===== config.mk =====
export PLATFORM = sky130hd
export DESIGN_NAME = sdma_engine
export DESIGN_NICKNAME = d
export VERILOG_FILES = /design/src/rtl/sdma_pkg.sv /design/src/rtl/sdma_bound.sv /design/src/rtl/sdma_regs.sv /design/src/rtl/sdma_mover.sv /design/src/rtl/sdma_engine.sv
export SDC_FILE = /design/constraint.sdc
export NUM_CORES = 1
export LEC_CHECK = 0
export BUFFER_PORTS_ARGS = -buffer_cell sky130_fd_sc_hd__buf_2
export CORE_MARGIN = 2
export CORE_UTILIZATION = 55
export CTS_CLUSTER_DIAMETER = 60
export CTS_CLUSTER_SIZE = 12
export DETAILED_ROUTE_END_ITERATION = 6
export GPL_TIMING_DRIVEN = 0
export PLACE_DENSITY = 0.8
export SYNTH_ARGS = -nofsm -noshare
export SYNTH_HDL_FRONTEND = slang
export SYNTH_HIERARCHICAL = 1
export SYNTH_SLANG_ARGS = --single-unit

===== constraint.sdc =====
create_clock -name clk -period 5.2 [get_ports clk]
set_input_delay 0.52 -clock clk [delete_from_list [all_inputs] [get_ports clk]]
set_output_delay 0.52 -clock clk [all_outputs]
set_load 0.02 [all_outputs]

===== src/rtl/sdma_pkg.sv =====
package sdma_pkg;
  typedef enum logic [2:0] {
    MV_IDLE,
    MV_GET,
    MV_MEM,
    MV_PUT,
    MV_PAUSE
  } mv_state_t;

  localparam logic [2:0] OFS_ADDR  = 3'd0;
  localparam logic [2:0] OFS_SIZE  = 3'd1;
  localparam logic [2:0] OFS_COUNT = 3'd2;
  localparam logic [2:0] OFS_MODE  = 3'd3;
  localparam logic [2:0] OFS_HOST  = 3'd4;
  localparam logic [2:0] OFS_STAT  = 3'd5;

  localparam int MODE_DMA   = 0;
  localparam int MODE_CNTEN = 1;
  localparam int MODE_RD    = 4;
  localparam int MODE_MULTI = 5;

  localparam int SEL_LO = 3;

  localparam int STAT_DONE  = 0;
  localparam int STAT_BOUND = 1;
  localparam int STAT_ERR   = 2;
endpackage


===== src/rtl/sdma_bound.sv =====
module sdma_bound #(
  parameter int BASE_LOG2 = 12,
  parameter int CODE_W    = 3,
  localparam int NCODE    = 1 << CODE_W,
  localparam int LOW_W    = BASE_LOG2 + NCODE - 1
) (
  input  logic [LOW_W-1:0]  addr_low,
  input  logic [CODE_W-1:0] code,
  output logic              hit
);
  logic [NCODE-1:0] hit_vec;

  // one zero-detector per boundary size, selected by the code
  for (genvar g = 0; g < NCODE; g++) begin : g_code
    assign hit_vec[g] = (addr_low[BASE_LOG2+g-1:0] == '0);
  end

  assign hit = hit_vec[code];
endmodule


===== src/rtl/sdma_regs.sv =====
module sdma_regs
  import sdma_pkg::*;
#(
  parameter int LEN_W  = 12,
  parameter int CNT_W  = 16,
  parameter int CODE_W = 3,
  localparam int SW    = LEN_W + CODE_W
) (
  input  logic              clk,
  input  logic              rst_n,
  input  logic              reg_we,
  input  logic [2:0]        reg_addr,
  input  logic [SW-1:0]     wdata,
  input  logic              busy,
  input  logic [CNT_W-1:0]  cnt_q,
  input  logic              ev_done,
  input  logic              ev_bound,
  input  logic              ev_err,
  output logic [LEN_W-1:0]  blk_len,
  output logic [CODE_W-1:0] bcode,
  output logic [5:0]        mode_q,
  output logic [7:0]        host_q,
  output logic [2:0]        stat_q,
  output logic              start,
  output logic              launch_rd,
  output logic              addr_we,
  output logic              cnt_we
);
  logic [SW-1:0] size_q, size_d;
  logic [5:0]    mode_d;
  logic [7:0]    host_d;
  logic [2:0]    stat_d, clr;
  logic          wr_size, wr_mode, wr_host, wr_stat;
  logic          need_cnt;

  assign wr_size = reg_we && (reg_addr == OFS_SIZE) && !busy;
  assign wr_mode = reg_we && (reg_addr == OFS_MODE) && !busy;
  assign wr_host = reg_we && (reg_addr == OFS_HOST) && !busy;
  assign wr_stat = reg_we && (reg_addr == OFS_STAT);
  assign addr_we = reg_we && (reg_addr == OFS_ADDR);
  assign cnt_we  = reg_we && (reg_addr == OFS_COUNT);

  assign blk_len = size_q[LEN_W-1:0];
  assign bcode   = size_q[SW-1:LEN_W];

  assign need_cnt  = wdata[MODE_MULTI] && wdata[MODE_CNTEN];
  assign start     = wr_mode && wdata[MODE_DMA]
                     && (host_q[SEL_LO+1:SEL_LO] == 2'b00)
                     && (blk_len != '0)
                     && !(need_cnt && (cnt_q == '0));
  assign launch_rd = wdata[MODE_RD];

  always_comb begin
    size_d = size_q;
    mode_d = mode_q;
    host_d = host_q;
    if (wr_size) size_d = wdata;
    if (wr_mode) mode_d = wdata[5:0];
    if (wr_host) host_d = wdata[7:0];
    clr    = wr_stat ? wdata[2:0] : 3'b000;
    // a new event wins over a clear in the same cycle
    stat_d = (stat_q & ~clr) | {ev_err, ev_bound, ev_done};
  end

  always_ff @(posedge clk or negedge rst_n) begin
    if (!rst_n) begin
      size_q <= '0;
      mode_q <= '0;
      host_q <= '0;
      stat_q <= '0;
    end else begin
      size_q <= size_d;
      mode_q <= mode_d;
      host_q <= host_d;
      stat_q <= stat_d;
    end
  end
endmodule


===== src/rtl/sdma_mover.sv =====
module sdma_mover
  import sdma_pkg::*;
#(
  parameter int ADDR_W    = 32,
  parameter int LEN_W     = 12,
  parameter int CNT_W     = 16,
  parameter int BASE_LOG2 = 12,
  parameter int CODE_W    = 3,
  localparam int LOW_W    = BASE_LOG2 + (1 << CODE_W) - 1
) (
  input  logic              clk,
  input  logic              rst_n,
  input  logic              start,
  input  logic              launch_rd,
  input  logic              dir_rd,
  input  logic              multi,
  input  logic              cnt_en,
  input  logic [LEN_W-1:0]  blk_len,
  input  logic [CODE_W-1:0] bcode,
  input  logic              addr_we,
  input  logic [ADDR_W-1:0] addr_wdata,
  input  logic              cnt_we,
  input  logic [CNT_W-1:0]  cnt_wdata,
  input  logic              rx_valid,
  input  logic [7:0]        rx_data,
  output logic              rx_ready,
  output logic              tx_valid,
  output logic [7:0]        tx_data,
  input  logic              tx_ready,
  output logic              mem_req,
  output logic              mem_we,
  output logic [ADDR_W-1:0] mem_addr,
  output logic [7:0]        mem_wdata,
  input  logic [7:0]        mem_rdata,
  input  logic              mem_ack,
  input  logic              mem_err,
  output logic [ADDR_W-1:0] addr_q,
  output logic [CNT_W-1:0]  cnt_q,
  output logic              busy,
  output logic              paused,
  output logic              ev_done,
  output logic              ev_bound,
  output logic              ev_err
);
  mv_state_t         st_q, st_d, st_first;
  logic [ADDR_W-1:0] addr_d, addr_inc;
  logic [CNT_W-1:0]  cnt_d;
  logic [LEN_W-1:0]  bytes_q, bytes_d;
  logic [LEN_W:0]    bytes_inc;
  logic [7:0]        data_q, data_d;
  logic              byte_done, blk_end, last, bound_hit;

  assign addr_inc  = addr_q + ADDR_W'(1);
  assign bytes_inc = {1'b0, bytes_q} + (LEN_W+1)'(1);
  assign blk_end   = (bytes_inc == {1'b0, blk_len});
  assign last      = blk_end && (!multi || (cnt_en && (cnt_q == CNT_W'(1))));
  assign st_first  = dir_rd ? MV_GET : MV_MEM;

  sdma_bound #(.BASE_LOG2(BASE_LOG2), .CODE_W(CODE_W)) u_bound (
    .addr_low (addr_inc[LOW_W-1:0]),
    .code     (bcode),
    .hit      (bound_hit)
  );

  always_comb begin
    st_d      = st_q;
    addr_d    = addr_q;
    cnt_d     = cnt_q;
    bytes_d   = bytes_q;
    data_d    = data_q;
    byte_done = 1'b0;
    ev_done   = 1'b0;
    ev_bound  = 1'b0;
    ev_err    = 1'b0;
    unique case (st_q)
      MV_IDLE: begin
        if (start) begin
          bytes_d = '0;
          st_d    = launch_rd ? MV_GET : MV_MEM;
        end else begin
          if (addr_we) addr_d = addr_wdata;
          if (cnt_we)  cnt_d  = cnt_wdata;
        end
      end
      MV_GET: begin
        if (rx_valid) begin
          data_d = rx_data;
          st_d   = MV_MEM;
        end
      end
      MV_MEM: begin
        if (mem_ack) begin
          if (mem_err) begin
            ev_err = 1'b1;
            st_d   = MV_IDLE;
          end else if (dir_rd) begin
            byte_done = 1'b1;
          end else begin
            data_d = mem_rdata;
            st_d   = MV_PUT;
          end
        end
      end
      MV_PUT: begin
        if (tx_ready) byte_done = 1'b1;
      end
      MV_PAUSE: begin
        if (addr_we) begin
          addr_d = addr_wdata;
          st_d   = st_first;
        end
      end
      default: st_d = MV_IDLE;
    endcase

    if (byte_done) begin
      addr_d = addr_inc;
      if (blk_end) begin
        bytes_d = '0;
        if (cnt_en) cnt_d = cnt_q - CNT_W'(1);
      end else begin
        bytes_d = bytes_inc[LEN_W-1:0];
      end
      if (last) begin
        ev_done = 1'b1;
        st_d    = MV_IDLE;
      end else if (bound_hit) begin
        ev_bound = 1'b1;
        st_d     = MV_PAUSE;
      end else begin
        st_d = st_first;
      end
    end
  end

  always_ff @(posedge clk or negedge rst_n) begin
    if (!rst_n) begin
      st_q    <= MV_IDLE;
      addr_q  <= '0;
      cnt_q   <= '0;
      bytes_q <= '0;
      data_q  <= '0;
    end else begin
      st_q    <= st_d;
      addr_q  <= addr_d;
      cnt_q   <= cnt_d;
      bytes_q <= bytes_d;
      data_q  <= data_d;
    end
  end

  assign rx_ready  = (st_q == MV_GET);
  assign mem_req   = (st_q == MV_MEM);
  assign mem_we    = dir_rd;
  assign mem_addr  = addr_q;
  assign mem_wdata = data_q;
  assign tx_valid  = (st_q == MV_PUT);
  assign tx_data   = data_q;
  assign busy      = (st_q != MV_IDLE);
  assign paused    = (st_q == MV_PAUSE);
endmodule


===== src/rtl/sdma_engine.sv =====
module sdma_engine
  import sdma_pkg::*;
#(
  parameter int ADDR_W    = 32,
  parameter int LEN_W     = 12,
  parameter int CNT_W     = 16,
  parameter int BASE_LOG2 = 12,
  parameter int CODE_W    = 3
) (
  input  logic        clk,
  input  logic        rst_n,
  input  logic        reg_we,
  input  logic [2:0]  reg_addr,
  input  logic [31:0] reg_wdata,
  output logic [31:0] reg_rdata,
  input  logic        rx_valid,
  input  logic [7:0]  rx_data,
  output logic        rx_ready,
  output logic        tx_valid,
  output logic [7:0]  tx_data,
  input  logic        tx_ready,
  output logic        mem_req,
  output logic        mem_we,
  output logic [31:0] mem_addr,
  output logic [7:0]  mem_wdata,
  input  logic [7:0]  mem_rdata,
  input  logic        mem_ack,
  input  logic        mem_err,
  output logic        busy,
  output logic        irq,
  output logic [1:0]  irq_code
);
  localparam int SW = LEN_W + CODE_W;

  logic [1:0]        rst_sync;
  logic              rst_s_n;
  logic [ADDR_W-1:0] addr_q, mem_addr_i;
  logic [CNT_W-1:0]  cnt_q;
  logic [LEN_W-1:0]  blk_len;
  logic [CODE_W-1:0] bcode;
  logic [5:0]        mode_q;
  logic [7:0]        host_q;
  logic [2:0]        stat_q;
  logic              start, launch_rd, addr_we, cnt_we;
  logic              eng_paused, ev_done, ev_bound, ev_err;

  // asynchronous assertion, synchronous release
  always_ff @(posedge clk or negedge rst_n) begin
    if (!rst_n) rst_sync <= 2'b00;
    else        rst_sync <= {rst_sync[0], 1'b1};
  end
  assign rst_s_n = rst_sync[1];

  sdma_regs #(.LEN_W(LEN_W), .CNT_W(CNT_W), .CODE_W(CODE_W)) u_regs (
    .clk       (clk),
    .rst_n     (rst_s_n),
    .reg_we    (reg_we),
    .reg_addr  (reg_addr),
    .wdata     (reg_wdata[SW-1:0]),
    .busy      (busy),
    .cnt_q     (cnt_q),
    .ev_done   (ev_done),
    .ev_bound  (ev_bound),
    .ev_err    (ev_err),
    .blk_len   (blk_len),
    .bcode     (bcode),
    .mode_q    (mode_q),
    .host_q    (host_q),
    .stat_q    (stat_q),
    .start     (start),
    .launch_rd (launch_rd),
    .addr_we   (addr_we),
    .cnt_we    (cnt_we)
  );

  sdma_mover #(
    .ADDR_W(ADDR_W), .LEN_W(LEN_W), .CNT_W(CNT_W),
    .BASE_LOG2(BASE_LOG2), .CODE_W(CODE_W)
  ) u_mover (
    .clk        (clk),
    .rst_n      (rst_s_n),
    .start      (start),
    .launch_rd  (launch_rd),
    .dir_rd     (mode_q[MODE_RD]),
    .multi      (mode_q[MODE_MULTI]),
    .cnt_en     (mode_q[MODE_CNTEN]),
    .blk_len    (blk_len),
    .bcode      (bcode),
    .addr_we    (addr_we),
    .addr_wdata (reg_wdata[ADDR_W-1:0]),
    .cnt_we     (cnt_we),
    .cnt_wdata  (reg_wdata[CNT_W-1:0]),
    .rx_valid   (rx_valid),
    .rx_data    (rx_data),
    .rx_ready   (rx_ready),
    .tx_valid   (tx_valid),
    .tx_data    (tx_data),
    .tx_ready   (tx_ready),
    .mem_req    (mem_req),
    .mem_we     (mem_we),
    .mem_addr   (mem_addr_i),
    .mem_wdata  (mem_wdata),
    .mem_rdata  (mem_rdata),
    .mem_ack    (mem_ack),
    .mem_err    (mem_err),
    .addr_q     (addr_q),
    .cnt_q      (cnt_q),
    .busy       (busy),
    .paused     (eng_paused),
    .ev_done    (ev_done),
    .ev_bound   (ev_bound),
    .ev_err     (ev_err)
  );

  always_comb begin
    mem_addr = '0;
    mem_addr[ADDR_W-1:0] = mem_addr_i;
  end

  always_comb begin
    reg_rdata = '0;
    unique case (reg_addr)
      OFS_ADDR:  reg_rdata[ADDR_W-1:0] = addr_q;
      OFS_SIZE: begin
        reg_rdata[LEN_W-1:0]     = blk_len;
        reg_rdata[LEN_W+:CODE_W] = bcode;
      end
      OFS_COUNT: reg_rdata[CNT_W-1:0] = cnt_q;
      OFS_MODE:  reg_rdata[5:0] = mode_q;
      OFS_HOST:  reg_rdata[7:0] = host_q;
      OFS_STAT:  reg_rdata[2:0] = stat_q;
      default:   reg_rdata = '0;
    endcase
  end

  assign irq = |stat_q;

  always_comb begin
    if (stat_q[STAT_ERR])        irq_code = 2'd3;
    else if (stat_q[STAT_BOUND]) irq_code = 2'd2;
    else if (stat_q[STAT_DONE])  irq_code = 2'd1;
    else                         irq_code = 2'd0;
  end
endmodule


-- Word level (Yosys, flattened, before mapping)
Index checks and enable logic that the tools add are counted.
Widths: inputs -> output; s select.
- register bits: 105
- input bits: 58
- output and inout bits: 88
- word-level logic and storage cells: 139
- $add $sub $neg: 3
- order comparisons: 1
- eq/ne operators: 22
- muxes and demuxes: 56
- bitwise logic cells: 3
- reduce and logical (&&, ||, !) cells: 44
- operators by type and width (operator ; number):
    $mux 16 ; 7
    $mux 32 ; 3
    $pmux 32 s2 ; 1
    $mux 12 ; 4
    $add 32x1->32 const B ; 1
    $logic_not 16->1 ; 2
    $mux 8 ; 4
    $mux 3 ; 10
    $pmux 3 s5 ; 2
    $pmux 7 s3 ; 1
    $logic_not 19->1 ; 1
    $logic_not 18->1 ; 1
    $pmux 3 s6 ; 1
    $logic_and 1x1->1 ; 17
    $logic_not 17->1 ; 1
    $eq 16x1->1 const B ; 1
    $pmux 8 s2 ; 1
    $sub 16x1->16 const B ; 1
    $logic_not 15->1 ; 1
    $logic_not 14->1 ; 1
    $mux 1 ; 14
    $add 12x1->13 const B ; 1
    $eq 13x12->1 ; 1
    $logic_not 13->1 ; 1
    other kinds (28) ; 51

-- Longest topological paths before layout
- depth in word-level cells: 12
- depth in mapped cells: 13
- depth with buffers taken out: 12

-- Modules after synthesis
The synthesis kept the hierarchy.
- modules (own cells, without submodules) (module ; times used ; cells an instance ; area each (µm²) ; sequential area each (µm²)):
    sdma_mover ; 1 ; 601 ; 5076.1 ; 1776.7
    sdma_regs ; 1 ; 91 ; 1375.1 ; 800.8
    sdma_engine ; 1 ; 108 ; 792.0 ; 50.0
    sdma_bound ; 1 ; 13 ; 91.3 ; 0.0

-- Least setup slack after synthesis
OpenSTA, ideal clock, no wires.
- path type: reg2reg
- start: register u_mover.st_q[0]
- end: register u_mover.addr_q[9]
- library setup time: 83 ps
- data arrival time: 3229 ps
- required time: 5117 ps
- setup slack: 1888 ps
- cell stages (with the launch flop): 14
- path buffers: 3
- period minus slack after synthesis: 3312 ps
- path through: dfrtp_1 > clkbuf_1 > nor3_1 > inv_1 > nor4b_4 > nand4_1 > a41oi_1 > nand2b_1 > and3_1 > clkbuf_1 > nor2_1 > clkbuf_1 > a21oi_1 > o21ai_0
- cells in the longest elaborated chain, start to end: 9
- elaborated cells on any way between the ends: 17
- those cells by class: eq/ne (4); mux (3); reduce/logical (10)
- ends and longest elaborated chain (item ; RTL line ; text):
    start: declaration ; sdma_mover.sv:45 ; mv_state_t st_q, st_d, st_first;
    start signal: assignment ; sdma_mover.sv:144 ; st_q <= st_d;
    $reduce_bool 3->1 ; sdma_mover.sv:159 ; assign busy = (st_q != MV_IDLE);
    net busy ; sdma_engine.sv:29 ; output logic busy,
    $logic_not 1->1 ; sdma_regs.sv:37 ; assign wr_mode = reg_we && (reg_addr == OFS_MODE) && !busy;
    $logic_and 1x1->1 ; sdma_regs.sv:37 ;
    $logic_and 1x1->1 ; sdma_regs.sv:47 ; assign start = wr_mode && wdata[MODE_DMA]
    $logic_and 1x1->1 ; sdma_regs.sv:48 ; && (host_q[SEL_LO+1:SEL_LO] == 2'b00)
    $logic_and 1x1->1 ; sdma_regs.sv:49 ; && (blk_len != '0)
    $logic_and 1x1->1 ; sdma_regs.sv:50 ; && !(need_cnt && (cnt_q == '0));
    net start ; sdma_engine.sv:44 ; logic start, launch_rd, addr_we, cnt_we;
    $ne 3x2->1 (no source line) ; n/a ;
    $reduce_and 2->1 (no source line) ; n/a ;
    end signal: assignment ; sdma_mover.sv:145 ; addr_q <= addr_d;
    end: declaration ; sdma_mover.sv:37 ; output logic [ADDR_W-1:0] addr_q,
The timed path passes the listed nets, and every way through them passes these cells.
A chain may end at the register's enable or synchronous reset.

-- Worst setup path in the final report
- start: register u_mover.st_q[0]
- end: register u_mover.addr_q[31]
- cells in the longest elaborated chain, start to end: 9
- elaborated cells on any way between the ends: 17
- those cells by class: eq/ne (4); mux (3); reduce/logical (10)
- ends and longest elaborated chain (item ; RTL line):
    $reduce_bool 3->1 ; sdma_mover.sv:159
    $logic_not 1->1 ; sdma_regs.sv:37
    $logic_and 1x1->1 ; sdma_regs.sv:37
    $logic_and 1x1->1 ; sdma_regs.sv:47
    $logic_and 1x1->1 ; sdma_regs.sv:48
    $logic_and 1x1->1 ; sdma_regs.sv:49
    $logic_and 1x1->1 ; sdma_regs.sv:50
    net start ; sdma_engine.sv:44
    $ne 3x2->1 (no source line) ; n/a
    $reduce_and 2->1 (no source line) ; n/a
The timed path passes the listed nets, and every way through them passes these cells.

==> flow_summary.json <==
{
  "finalClockSkew_ns": 0.0148,
  "antenna_found_initial": 0,
  "ys_seq_area_share_pct": 35.8,
  "drtAntennaViolNets": 0,
  "placed_area_sq_mm": 0.00831,
  "grt_overflow": 0,
  "crit_type": "register to register",
  "grt_max_degree": 67,
  "maxCapViolations": 0,
  "gp_congestion": 0.930,
  "die_w_um": 119,
  "p_int_mw": 2.49,
  "hold_viol_final": 0,
  "routed_wl_mm": 22.2,
  "crit_required_ns": 5.51,
  "core_area_sq_mm": 0.0131,
  "grt_pass1_wl_mm": 35.2,
  "cts_sinks": 105,
  "async_reset_ff_share_pct": 100,
  "regArea_sq_mm": 0.00263,
  "post-route-period-util_pct": 90.1,
  "dieArea_sq_mm": 0.0143,
  "drive_above_1_share_pct": 30.3,
  "power_density_mw_per_mm2": 530,
  "hold_class": "register to async pin",
  "status": "completed",
  "rr_startpoint": "u_mover/st_q[0]$_DFFE_PN0P_",
  "hpwl_mm": 16.1,
  "nNetsFinal": 1033,
  "startpoint": "u_mover/st_q[0]$_DFFE_PN0P_",
  "leakage_nw": 4.01,
  "ys.flop_type": "dfrtp_1",
  "p_clk_share_pct": 15.3,
  "htreeDepth": 3,
  "syn_area_per_cell_sq_um": 9.02,
  "maxSlewViolCount": 0,
  "synth_nets": 875,
  "rows": 42,
  "multi_input_area_sq_mm": 0.00411,
  "switching_share_pct": 45.7,
  "cts_setup_buffers": 0,
  "synth_area_sq_mm": 0.00733,
  "clockBufferDepth": 2,
  "io_pins": 146,
  "path_max_fanout": 10,
  "slew_headroom_pct": 53.7,
  "numCtsBuffers": 9,
  "grt.total_usage_pct": 31.4,
  "synth_seq_cells": 105,
  "fmax_mhz": 214,
  "irDropWorstVdd_mv": 0.269,
  "synth-edff-count": 0,
  "fin_tns_setup_ns": 0,
  "routed_via_density": 6.16,
  "rsz0062_at_grt": "false",
  "diodes": 0,
  "pwr-share-comb_pct": 47.7,
  "p_sw_mw": 2.09,
  "syn_inst": 813,
  "clk_pin_slew_ns": 0.09,
  "dr.pass1.iters": 6,
  "tightest_slew_ns": 0.695,
  "cts_tree": "yes",
  "start_kind": "register",
  "detail_route.wl_per_cell_um": 19.3,
  "arrival_ns": 4.99,
  "cts-root-buf": "clkbuf_16",
  "start_util_pct": 55.8,
  "synth_cell_types": 79,
  "drc": 0,
  "syn_to_final_growth_pct": 17.6,
  "pwr-share-seq_pct": 37.0,
  "grt_pass1_vias": 6632,
  "die_h_um": 119,
  "insertion_delay_ns": 0.37,
  "vias": 7096,
  "port_buffers": 145,
  "setup_viol": 0,
  "rrSetupSlack_ns": 0.52,
  "final_area_sq_mm": 0.00862,
  "ys_warn_count": 6,
  "end_kind": "register",
  "drtIter0Drc": 829,
  "fill_cells": 1125,
  "fin_crit_ns": 4.68
}
through the flow:
step	hold WS [ns]	power [mW]	utilization, %	instances	setup WS, ns
floorplan	0.224	3.15	-	813	1.89
global placement	0.307	3.77	63.0	1134	0.733
detailed placement	0.306	3.83	63.3	1135	0.683
CTS	0.343	4.54	65.6	1152	0.667
global route	0.350	4.85	65.6	1152	0.213
finish	0.323	4.57	65.6	1152	0.516
area by class of cell:
cell class | instances | area share (%)
multi-input cells | 613 | 47.7
clock inverters | 7 | 0.885
well taps | 176 | 2.55
flip-flops and latches | 105 | 30.5
clock buffers | 9 | 2.61
plain buffers | 78 | 6.17
repair buffers | 147 | 8.85
inverters | 17 | 0.740
flip-flops by register name (all words and copies together) (netlist names):
signal / cells
u_mover/addr_q: 32
u_mover/cnt_q: 16
u_regs/size_q: 15
u_mover/bytes_q: 12
u_mover/mem_wdata: 8
u_regs/host_q: 8
u_regs/mode_q: 6
u_mover/st_q: 3
u_regs/stat_q: 3
rst_sync: 2
routing by layer:
metal | global-route usage [%] | vias up | wire length [um]
met5 | 0 | - | 0
met4 | 13.7 | 0 | 871
met3 | 5.36 | 71 | 1580
met2 | 48.5 | 382 | 10200
met1 | 43.6 | 3425 | 9520
li1 | - | 3218 | -
synth_stat cells (4+ instances only):
library cell | number | share of area, %
nor2b_1 | 7 | 0.60
a221oi_1 | 4 | 0.48
a221o_1 | 7 | 0.96
nor3_1 | 16 | 1.1
and3_1 | 17 | 1.4
a21oi_1 | 29 | 2.0
ha_1 | 4 | 0.68
nor4_1 | 22 | 1.9
nand3_1 | 25 | 1.7
mux2_4 | 11 | 2.3
nor3_2 | 6 | 0.82
clkbuf_1 | 17 | 0.87
or2_2 | 4 | 0.34
xor2_1 | 14 | 1.7
a32oi_1 | 5 | 0.60
a21o_1 | 7 | 0.72
buf_6 | 6 | 0.92
nand4_1 | 10 | 0.85
nor2_1 | 63 | 3.2
and4_1 | 4 | 0.48
buf_4 | 45 | 4.6
a22oi_1 | 14 | 1.4
nor3b_1 | 8 | 0.82
o211ai_1 | 4 | 0.41
o22ai_1 | 7 | 0.60
buf_2 | 7 | 0.48
a31oi_1 | 13 | 1.1
nand2_1 | 101 | 5.2
dfrtp_1 | 105 | 36
a211oi_2 | 5 | 0.85
o21ai_0 | 39 | 2.7
nand2b_1 | 10 | 0.85
a211oi_1 | 5 | 0.51
inv_1 | 17 | 0.87
and2_1 | 23 | 2.0
mux2_2 | 30 | 4.6
mux2i_1 | 18 | 2.5
xnor2_1 | 22 | 2.6
critical path: stages (launching register included):
cell and delay, ns:
dfrtp_1 0.39, clkbuf_1 0.20, nor3_1 0.60, inv_1 0.40, nor4b_4 0.65, nand4_1 0.17, a41oi_1 0.52, nand2b_1 0.19
and3_1 0.22, clkbuf_1 0.21, nor2_1 0.27, clkbuf_1 0.51, o21ai_0 0.19, nand2_1 0.08
path summary, 6_finish.rpt:
kind	to	cells after the start
min in group clk	u_mover/addr_q[23]$_DFFE_PN0P_	2
max	u_mover/addr_q[31]$_DFFE_PN0P_	13
min	u_mover/mem_wdata[6]$_DFFE_PN0P_	0
max in group asynchronous	u_mover/cnt_q[2]$_DFF_PN0_	1
max reg2reg	u_mover/addr_q[31]$_DFFE_PN0P_	13
min reg2reg	u_mover/mem_wdata[6]$_DFFE_PN0P_	0
power by group through the flow:
stage / sequential, mW / clock (mW) / combinational [mW]
floorplan: 1.53 / 0 / 1.62
global placement: 1.68 / 0 / 2.09
detailed placement: 1.68 / 0 / 2.15
CTS: 1.67 / 0.707 / 2.16
global route: 1.75 / 0.735 / 2.36
finish: 1.69 / 0.699 / 2.18
cell usage in the layout, fill, tap and decap left out, types with 5 or more instances in the layout:
| cell | n |
|---|---|
| mux2_2 | 30 |
| mux2_4 | 11 |
| and3_1 | 17 |
| nand3_1 | 25 |
| and2_1 | 23 |
| nor3_1 | 16 |
| nand4_1 | 10 |
| nor3b_1 | 8 |
| o21ai_0 | 39 |
| nor2b_1 | 7 |
| a22oi_1 | 14 |
| a21o_1 | 7 |
| a31oi_1 | 13 |
| xnor2_1 | 22 |
| buf_4 | 45 |
| dfrtp_1 | 104 |
| clkbuf_1 | 17 |
| nor4_1 | 22 |
| nor2_1 | 63 |
| nand2_1 | 101 |
| o22ai_1 | 7 |
| a221o_1 | 7 |
| clkbuf_16 | 9 |
| xor2_1 | 14 |
| nand2b_1 | 10 |
| buf_6 | 6 |
| a32oi_1 | 5 |
| nor3_2 | 6 |
| a211oi_1 | 5 |
| buf_2 | 152 |
| inv_1 | 17 |
| mux2i_1 | 18 |
| a211oi_2 | 5 |
| a21oi_1 | 29 |
logic make-up (layout without fill, tap and decap cells):
| family | after synthesis | after routing | synth area share [%] |
|---|---|---|---|
| simple gates | 336 | 336 | 24.2 |
| compound gates | 173 | 173 | 16.7 |
| flops | 105 | 105 | 35.8 |
| buf+inv | 95 | 258 | 8.12 |
| mux | 63 | 63 | 10.1 |
| xor+xnor | 36 | 36 | 4.30 |
| fa+ha+maj | 4 | 4 | 0.682 |
| other cells | 1 | 1 | 0.0511 |
what timing repair did:
action / CTS / global route
resized for setup: 0 / 0
hold buffers: 1 / 0
endpoints found under the hold margin: 2 / 0
Power figures use the tool's default switching activity.
